### src/rtl/flash_cmd_pkg.sv
package flash_cmd_pkg;

    localparam logic [14:0] UNLOCK_ADR_A = 15'h5555;
    localparam logic [14:0] UNLOCK_ADR_B = 15'h2AAA;
    localparam logic [7:0]  KEY_FIRST    = 8'hAA;
    localparam logic [7:0]  KEY_SECOND   = 8'h55;
    localparam logic [7:0]  CMD_PROGRAM  = 8'hA0;
    localparam logic [7:0]  CMD_ERASE_PRE = 8'h80;
    localparam logic [7:0]  CMD_ERASE_ALL = 8'h10;
    localparam logic [7:0]  CMD_ID_ENTER = 8'h90;
    localparam logic [7:0]  CMD_ID_LEAVE = 8'hF0;
    localparam logic [7:0]  CODE_MAKER   = 8'hBF;
    localparam logic [7:0]  CODE_DEVICE  = 8'hB4;

    typedef enum logic [2:0] {
        SQ_IDLE,
        SQ_KEY1,
        SQ_KEY2,
        SQ_PGM,
        SQ_ERA3,
        SQ_ERA4,
        SQ_ERA5
    } seq_e;

    typedef enum logic [2:0] {
        OP_NONE,
        OP_PROG,
        OP_ERASE,
        OP_ID_ON,
        OP_ID_OFF
    } op_e;

endpackage

### src/rtl/flash_seq_fsm.sv
module flash_seq_fsm
    import flash_cmd_pkg::*;
(
    input  logic        clk,
    input  logic        rst_n,
    input  logic        wr_fire,
    input  logic [14:0] wr_addr,
    input  logic [7:0]  wr_data,
    input  logic        busy,
    output op_e         op,
    output seq_e        state
);

    typedef struct packed {
        seq_e st;
    } seq_regs_t;

    seq_regs_t q, d;

    always_comb begin
        logic hit_a;
        logic hit_b;
        d     = q;
        op    = OP_NONE;
        hit_a = (wr_addr == UNLOCK_ADR_A);
        hit_b = (wr_addr == UNLOCK_ADR_B);
        if (wr_fire && !busy) begin
            d.st = SQ_IDLE;
            if (q.st == SQ_PGM) begin
                op = OP_PROG;
            end else if (wr_data == CMD_ID_LEAVE) begin
                op = OP_ID_OFF;
            end else begin
                unique case (q.st)
                    SQ_IDLE: if (hit_a && wr_data == KEY_FIRST)  d.st = SQ_KEY1;
                    SQ_KEY1: if (hit_b && wr_data == KEY_SECOND) d.st = SQ_KEY2;
                    SQ_KEY2: begin
                        if (hit_a) begin
                            if (wr_data == CMD_PROGRAM)        d.st = SQ_PGM;
                            else if (wr_data == CMD_ERASE_PRE) d.st = SQ_ERA3;
                            else if (wr_data == CMD_ID_ENTER)  op   = OP_ID_ON;
                        end
                    end
                    SQ_ERA3: if (hit_a && wr_data == KEY_FIRST)  d.st = SQ_ERA4;
                    SQ_ERA4: if (hit_b && wr_data == KEY_SECOND) d.st = SQ_ERA5;
                    SQ_ERA5: if (hit_a && wr_data == CMD_ERASE_ALL) op = OP_ERASE;
                    default: d.st = SQ_IDLE;
                endcase
            end
        end
    end

    always_ff @(posedge clk) begin
        if (!rst_n) q <= '{st: SQ_IDLE};
        else        q <= d;
    end

    assign state = q.st;

endmodule

### src/rtl/flash_busy_timer.sv
module flash_busy_timer #(
    parameter int PROG_CYC  = 24,
    parameter int ERASE_CYC = 80
) (
    input  logic clk,
    input  logic rst_n,
    input  logic start_prog,
    input  logic start_erase,
    output logic busy
);

    localparam int MAX_CYC = (PROG_CYC > ERASE_CYC) ? PROG_CYC : ERASE_CYC;
    localparam int CW      = $clog2(MAX_CYC + 1);

    logic [CW-1:0] cnt_d, cnt_q;

    always_comb begin
        cnt_d = cnt_q;
        if (start_erase)       cnt_d = CW'(ERASE_CYC);
        else if (start_prog)   cnt_d = CW'(PROG_CYC);
        else if (cnt_q != '0)  cnt_d = cnt_q - 1'b1;
    end

    always_ff @(posedge clk) begin
        if (!rst_n) cnt_q <= '0;
        else        cnt_q <= cnt_d;
    end

    assign busy = (cnt_q != '0);

endmodule

### src/rtl/flash_store.sv
module flash_store #(
    parameter int AW = 8
) (
    input  logic          clk,
    input  logic          rst_n,
    input  logic          prog_en,
    input  logic [AW-1:0] prog_addr,
    input  logic [7:0]    prog_data,
    input  logic          erase_en,
    input  logic [AW-1:0] rd_addr,
    output logic [7:0]    rd_data
);

    localparam int DEPTH = 1 << AW;

    logic [7:0] mem_q [DEPTH];

    always_ff @(posedge clk) begin
        if (!rst_n || erase_en) begin
            for (int i = 0; i < DEPTH; i++) mem_q[i] <= 8'hFF;
        end else if (prog_en) begin
            mem_q[prog_addr] <= mem_q[prog_addr] & prog_data;
        end
    end

    assign rd_data = mem_q[rd_addr];

endmodule

### src/rtl/flash_cmd_decoder.sv
module flash_cmd_decoder
    import flash_cmd_pkg::*;
#(
    parameter int ARRAY_AW  = 8,
    parameter int PROG_CYC  = 24,
    parameter int ERASE_CYC = 80
) (
    input  logic        clk,
    input  logic        rst_n,
    input  logic        ce_n,
    input  logic        we_n,
    input  logic        oe_n,
    input  logic [15:0] addr,
    input  logic [7:0]  data_in,
    output logic [7:0]  data_out,
    output logic        data_oe
);

    typedef struct packed {
        logic        wr_act;
        logic        rd_act;
        logic [14:0] alat;
        logic [7:0]  rdata;
        logic        tog;
        logic        st7;
        logic        id;
    } top_regs_t;

    top_regs_t q, d;

    logic       wr_now, rd_now, wr_fire, rd_start;
    logic       busy, id_mode;
    logic [7:0] arr_rd;
    op_e        op;
    seq_e       seq_state;

    assign wr_now   = !ce_n && !we_n;
    assign rd_now   = !ce_n && !oe_n;
    assign wr_fire  = q.wr_act && !wr_now;
    assign rd_start = rd_now && !q.rd_act;
    assign id_mode  = q.id;

    flash_seq_fsm u_fsm (
        .clk     (clk),
        .rst_n   (rst_n),
        .wr_fire (wr_fire),
        .wr_addr (q.alat),
        .wr_data (data_in),
        .busy    (busy),
        .op      (op),
        .state   (seq_state)
    );

    flash_busy_timer #(
        .PROG_CYC  (PROG_CYC),
        .ERASE_CYC (ERASE_CYC)
    ) u_timer (
        .clk         (clk),
        .rst_n       (rst_n),
        .start_prog  (op == OP_PROG),
        .start_erase (op == OP_ERASE),
        .busy        (busy)
    );

    flash_store #(
        .AW (ARRAY_AW)
    ) u_store (
        .clk       (clk),
        .rst_n     (rst_n),
        .prog_en   (op == OP_PROG),
        .prog_addr (q.alat[ARRAY_AW-1:0]),
        .prog_data (data_in),
        .erase_en  (op == OP_ERASE),
        .rd_addr   (addr[ARRAY_AW-1:0]),
        .rd_data   (arr_rd)
    );

    always_comb begin
        d        = q;
        d.wr_act = wr_now;
        d.rd_act = rd_now;
        if (wr_now && !q.wr_act) d.alat = addr[14:0];

        unique case (op)
            OP_PROG: begin
                d.tog = 1'b1;
                d.st7 = ~data_in[7];
            end
            OP_ERASE: begin
                d.tog = 1'b1;
                d.st7 = 1'b0;
            end
            OP_ID_ON:  d.id = 1'b1;
            OP_ID_OFF: d.id = 1'b0;
            default: ;
        endcase

        if (rd_start) begin
            if (busy) begin
                d.rdata = {q.st7, q.tog, 6'b0};
                d.tog   = ~q.tog;
            end else if (q.id) begin
                d.rdata = addr[0] ? CODE_DEVICE : CODE_MAKER;
            end else begin
                d.rdata = arr_rd;
            end
        end
    end

    always_ff @(posedge clk) begin
        if (!rst_n) begin
            q <= '{wr_act: 1'b0, rd_act: 1'b0, alat: '0, rdata: '0,
                   tog: 1'b1, st7: 1'b0, id: 1'b0};
        end else begin
            q <= d;
        end
    end

    assign data_out = q.rdata;
    assign data_oe  = q.rd_act;

endmodule

### config.mk
export PLATFORM = sky130hd
export DESIGN_NAME = flash_cmd_decoder
export DESIGN_NICKNAME = d
export VERILOG_FILES = /design/src/rtl/flash_cmd_pkg.sv /design/src/rtl/flash_seq_fsm.sv /design/src/rtl/flash_busy_timer.sv /design/src/rtl/flash_store.sv /design/src/rtl/flash_cmd_decoder.sv
export SDC_FILE = /design/constraint.sdc
export NUM_CORES = 2
export LEC_CHECK = 0
export BUFFER_PORTS_ARGS = -buffer_cell sky130_fd_sc_hd__buf_4
export CAP_MARGIN = 30
export CORE_AREA = 2 2 533 535
export DETAILED_ROUTE_END_ITERATION = 8
export DIE_AREA = 0 0 535 537
export PLACE_DENSITY = 0.57
export SETUP_SLACK_MARGIN = 0.05
export SLEW_MARGIN = 5
export SYNTH_ARGS = -nofsm -noshare
export SYNTH_HDL_FRONTEND = slang
export SYNTH_SLANG_ARGS = --single-unit
### constraint.sdc
create_clock -name clk -period 9.2 [get_ports clk]
set_clock_uncertainty 0.2 [all_clocks]
set_input_delay 0.46 -clock clk [delete_from_list [all_inputs] [get_ports clk]]
set_output_delay 0.46 -clock clk [all_outputs]
set_load 0.01 [all_outputs]
* Word level (Yosys, flattened, before mapping)
Memory sizes are Yosys's and may differ from the RTL's. A register that Yosys moved wholly into a read port is not among the register bits.
Index checks and enable logic that the tools add are counted.
** Word-level totals
- Memories :: 1
- Word-level logic and storage cells :: 102
- Bits in writable memories :: 2048
- Flip-flop bits (word level) :: 38
- Output and inout bits :: 9
- Input bits :: 29
** Memory list
- u_store.mem_q :: words 256, bits a word 8, read ports 2, clocked after Yosys merged registers in 1, wr ports 256, RTL line flash_store.sv:16 : logic [7:0] mem_q [DEPTH];
** Cells by class
- Bitwise logic cells :: 4
- Muxes and demuxes :: 39
- Reduce and logical (&&, ||, !) cells :: 27
- Equality and inequality tests :: 19
- $add $sub $neg :: 1
** Operators by type and width (count)
- 2-to-1 mux 8 bit :: 6
- equality test 8 bit (second input constant) :: 5
- 2-to-1 mux 3 bit :: 13
- 2-to-1 mux 7 bit :: 3
- equality test 15 x 14 -> 1 bit (second input constant) :: 1
- equality test 15 bit (second input constant) :: 1
- case mux 3 bit (5 select lines) :: 1
- equality test 3 x 2 -> 1 bit (second input constant) :: 4
- equality test 3 bit (second input constant) :: 4
- logical AND 1 bit :: 9
- 2-to-1 mux 1 bit :: 9
- AND 8 bit :: 1
- equality test 8 x 5 -> 1 bit (second input constant) :: 1
- equality test 8 x 7 -> 1 bit (second input constant) :: 1
- zero test 1 bit :: 8
- OR reduction 8 bit :: 1
- nonzero test 7 bit :: 1
- subtractor 7 x 1 -> 7 bit (second input constant) :: 1
- equality test 3 x 1 -> 1 bit (second input constant) :: 2
- 2-to-1 mux 2 bit :: 3
- case mux 3 bit (2 select lines) :: 1
- nonzero test 2 bit :: 3
- 2-to-1 mux 4 bit :: 1
- case mux 2 bit (2 select lines) :: 1
- other kinds (7) :: 9

* Logic depth before layout (Yosys ltp)
- Depth after elaboration :: 15
- Gate-level depth with buffers :: 14
- Mapped depth without buffers :: 9

* By module
A second synthesis with hierarchy kept.
** Second synthesis, totals
- Cell total of the unflattened synthesis :: 7588
- Area, all modules :: 109836.6 um2
** By module, submodules not included
- flash_store :: area each 107825.9 um2, times used 1, sequential area each 61499.0 um2, cells an instance 7347
- flash_cmd_decoder :: area each 1184.9 um2, times used 1, sequential area each 560.5 um2, cells an instance 141
- flash_seq_fsm :: area each 470.5 um2, times used 1, sequential area each 60.1 um2, cells an instance 59
- flash_busy_timer :: area each 355.3 um2, times used 1, sequential area each 140.1 um2, cells an instance 41

* Worst setup path before layout
Ideal clock, no wire load.
- Path kind :: register to register
- From :: register u_timer.cnt_q[0]
- To :: memory u_store.mem_q[110][0] (enable)
- Cell stages (with the launch flop) :: 10
- Clock period less this slack :: 3.441 ns
- Data required time :: 8.616 ns
- Path buffers :: 1
- Arrival :: 2.857 ns
- Setup slack :: 5.759 ns
- Setup time :: 0.384 ns
- Cells stage by stage :: dfxtp_1 inv_1 ha_1 or3b_2 nor3b_2 nand3_1 nor3b_1 nand3_1 clkbuf_1 o21ai_0
** RTL lines
- from (decl) :: RTL line flash_busy_timer.sv:15 : logic [CW-1:0] cnt_d, cnt_q;
- from (signal assigned) :: RTL line flash_busy_timer.sv:26 : else cnt_q <= cnt_d;
- to (decl) :: RTL line flash_store.sv:16

==> results.rst <==
.. list-table::
   :header-rows: 1

   * - Metric
     - Value
   * - Worst hold slack
     - 0.0984 ns
   * - Post-layout nets
     - 7732
   * - CTS Sinks
     - ~2100
   * - Power per Cell Area
     - about 200 nW/µm²
   * - Launching element type of the critical path
     - flop
   * - Hold violation total from the final report
     - 0
   * - Place WS
     - 3.22 ns
   * - Initial Utilization
     - between 30 and 40%
   * - Fraction of final layout cells with drive strength greater than 1
     - 24.5%
   * - WL/cell
     - 35.1 µm
   * - 1st-pass router iterations
     - 8
   * - Final wirelength
     - a little over 400000 µm
   * - Ratio of final minimum period to clock period
     - 67.5%
   * - Worst-path maximum fanout
     - between 100 and 150
   * - Crit Path Class
     - reg -> reg
   * - Avg Vias per Cell
     - 6.45
   * - Simple logic cell fraction of the synthesized area
     - 10.4%
   * - Synth area leaders
     - edfxtp_1, mux4_2, nand2_1
   * - # rows
     - 195
   * - Clk pin slew, worst setup/hold paths
     - 0.07 ns
   * - Run status
     - finished with violations
   * - Instance count of the mapped netlist
     - 7732
   * - Global route overflow
     - 0
   * - Clk_lat worst skew
     - ~0.92 ns
   * - P_leak
     - 0.0373 µW
   * - Initial antenna violation count
     - 30
   * - Number of register bits inferred by synthesis
     - roughly 2100
   * - Residual antenna-violating net count after detailed routing
     - 0
   * - Required time reported for the critical path endpoint
     - 9.63 ns
   * - Number of buffers on the longest clock path
     - 3
   * - Async set-or-reset flop fraction in the synthesized netlist
     - 0%
   * - Top-level port count
     - 38
   * - CTS buffer count
     - about 230
   * - Root buf cell
     - clkbuf_16
   * - Total power after layout
     - 23900 µW
   * - Net switching component of the power
     - 6490 µW
   * - Top-area cell type share of the netlist area
     - 56.3%
   * - Setup repair after global routing missed its margin
     - no
   * - Number of buffers added on ports
     - 36
   * - Die width
     - 535 µm
   * - Internal
     - 17400 µW
   * - Worst slew margin relative to its limit
     - -6.31%
   * - Number of setup violations in the final report
     - 0
   * - Proportion of synthesized chip area in sequential cells
     - a little under three fifths
   * - Number of unique standard cell types used by synthesis
     - 77
   * - FMAX
     - 161 MHz
   * - Wire length of the first global-routing pass
     - around 570000 µm
   * - VDD IR-drop max
     - 0.232 mV
   * - Sequential Power Share
     - 47.0%
   * - Post-DP HPWL
     - 270000 µm
   * - Setup total negative slack
     - 0 ns
   * - Data arrival time of the critical path
     - 6.64 ns
   * - Number of max-slew violations in the final report
     - 96
   * - Syn Area/Cell
     - approximately 14 µm²
   * - Area leader, netlist
     - edfxtp_1
   * - Fraction of the mapped netlist area in adder cells
     - 0.0229%
   * - Fin crit period
     - 6.21 ns
   * - Core Util, Final
     - 43.2%
   * - Share of power burned in combinational logic
     - between 10% and 20%
   * - Setup slack of the critical path after layout
     - 2.99 ns
   * - Path class of the lowest-slack min-delay path
     - in -> reg
   * - YS warnings
     - 0
   * - Share of the synthesized netlist area taken by xor and xnor gates
     - 0.0401%
   * - DRC marker count from the first detailed-route iteration
     - 11700
   * - Combinational family with the most area after synthesis
     - multiplexers
   * - Weighted congestion reported at the end of routability-driven placement
     - 1.01
   * - Pin count of the biggest net entering global routing
     - 201
   * - Post-Syn Nets
     - 7763
   * - Area of the core
     - roughly 280000 µm²
   * - Mux share of post-synthesis cell area
     - between 20% and 30%
   * - Number of enable flip-flop cells after synthesis
     - 2048
   * - All-Layer GR Usage
     - 28.1%
   * - Capturing element type of the critical path
     - flop
   * - Relative contribution of the clock network to total power
     - about two fifths
   * - Failing checks
     - max-slew violations
   * - Die height
     - 537 µm
   * - Number of remaining DRC errors
     - 0
   * - Sw Share
     - a little over a quarter
   * - H-tree level count
     - 4
   * - Die area
     - 287000 µm²
   * - R2R setup slack
     - around 3 ns
   * - TritonCTS clock tree
     - yes
   * - Synthesis-to-layout area growth
     - 11.3%
   * - Area of the mapped netlist
     - approximately 110000 µm²
   * - Post-CTS Setup Inserts
     - 0
   * - Share of the synthesized area in compound gates (AO/OA/AOI/OAI)
     - 3.88%
   * - Vias in the first global route
     - ~73000
   * - Slew of the pin with the lowest slew margin
     - 1.59 ns
   * - Number of fillers in the final layout
     - approximately 25000
   * - Synth Flop Type
     - edfxtp_1
   * - Max-Cap Viols
     - 0
   * - Via count
     - 75100
-- critical path, cell delays in order (launching register included) --
cell	delay [ns]
dfxtp_4	0.94
buf_12	0.43
mux4_2	0.58
and2_1	0.18
a211oi_1	0.75
a41oi_1	0.17
a31o_2	0.37
o32ai_4	0.32
buf_12	0.51
buf_4	0.84
nand2_1	0.16
-- power by group through the flow --
stage                     registers (µW)  clock network, µW  logic, µW
final                              11200               9390       3270
after global routing               11300               9770       3330
after CTS                          11200               9430       3170
after detailed placement           11400                  0       3150
after global placement             11400                  0       3120
after floorplan                    11300                  0       2040
-- registers in the layout, summed over array words and instances, names as in the netlist, named ones only --
signal         flops
u_store.mem_q   2048
q                 18
data_out           8
u_timer.cnt_q      7
u_fsm.state        3
data_oe            1
id_mode            1
-- placed cells by master, fill, tap and decap left out, types with 10 or more instances in the layout --
cell           Yosys  final
buf_12             0     35
o21ai_1            2     57
mux2_2            25     25
and3_1            11     11
and2_1            24     23
mux2i_1          257    257
a21oi_1           75     75
clkbuf_1         250     47
o211ai_1          13     13
edfxtp_1        2048   2048
o21ai_0          290    234
dlygate4sd3_1      0     29
o22ai_1           49     48
buf_2            200     15
nand2b_1          18     18
nor2_1           329    321
nand2_2            0     12
a22o_1            10     10
mux4_2          1072   1072
clkinv_1           4     49
nand3_1           69     64
nor3_1            50     47
bufinv_16          0     26
a311oi_1          10     10
nand2_1         2246   2234
nand4_1           19     19
dfxtp_1           46     40
clkbuf_16          0    227
buf_4            176    374
or3_1             11     11
clkinv_2           0     46
a22oi_1           76     76
a211oi_1          42     42
inv_1             13     11
nor2b_1           39     37
a31oi_1           19     19
-- final cells by class --
type / instances / area, µm² / share of cell area (%)
flip-flops and latches: 2094 / 62400 / 51.3
multi-input cells: 4896 / 42900 / 35.3
clock buffers: 283 / 5980 / 4.92
well taps: 3743 / 4680 / 3.85
repair buffers: 467 / 4050 / 3.33
clock inverters: 140 / 1500 / 1.23
inverters: 17 / 72.6 / 0.0597
diodes: 9 / 22.5 / 0.0185
-- final timing paths --
check,start,endpoint,depth (start not counted)
setup / recovery,flop,u_store.mem_q[194][0]$_SDFFCE_PN1P_,10
hold / removal,data_in[6],u_fsm.state[1]$_SDFFE_PN0P_,7
hold reg to reg,q[21]$_SDFFE_PN0P_,q[21]$_SDFFE_PN0P_,2
setup reg to reg,flop,u_store.mem_q[194][0]$_SDFFCE_PN1P_,10
-- cells in the mapped netlist (6+ instances only) --
cell type  number
nand2_1      2246
edfxtp_1     2048
mux4_2       1072
nor2_1        329
o21ai_0       290
mux2i_1       257
clkbuf_1      250
buf_2         200
buf_4         176
a22oi_1        76
a21oi_1        75
nand3_1        69
buf_6          63
nor3_1         50
o22ai_1        49
dfxtp_1        46
a211oi_1       42
nor2b_1        39
buf_1          36
mux2_2         25
and2_1         24
a31oi_1        19
nand4_1        19
nand2b_1       18
a2111oi_0      14
inv_1          13
o211ai_1       13
and3_1         11
or3_1          11
a22o_1         10
a311oi_1       10
nor4_1         10
a221oi_1        8
or2_2           8
a32oi_1         7
o31ai_1         7
o311ai_0        6
-- repair_timing --
item,4_1_cts,5_1_grt
gates resized for setup,0,0
hold buffers,29,0
endpoints found under the hold margin,40,0
-- kinds of logic (layout without fill, tap and decap cells) --
kind of cell / Yosys count / count (layout)
muxes: 1354 / 1354
xor gates and xnor gates: 5 / 5
DFF: 2094 / 2094
other: 0 / 9
adders and majority gates: 2 / 2
buffers and inverters: 742 / 907
AOI/OAI and AO/OA: 676 / 676
and+or+nand+nor: 2859 / 2859
-- per-stage QoR --
step,cell area [µm²],std cells
2_1_floorplan,109000,7732
3_3_place_gp,113000,11100
3_5_place_dp,114000,11200
4_1_cts,121000,11600
5_1_grt,122000,11600
6_report,122000,11600
-- routing by layer --
layer / up-vias / global-route usage, % / share of wire (%)
met1: 39100 / 36.8 / 36
met4: 18 / 15.9 / 6.7
met2: 5294 / 42.3 / 45
met3: 1001 / 7.80 / 12
met5: - / 0 / 0.030
li1: 29700 / - / -
Power figures use the tool's default switching activity.
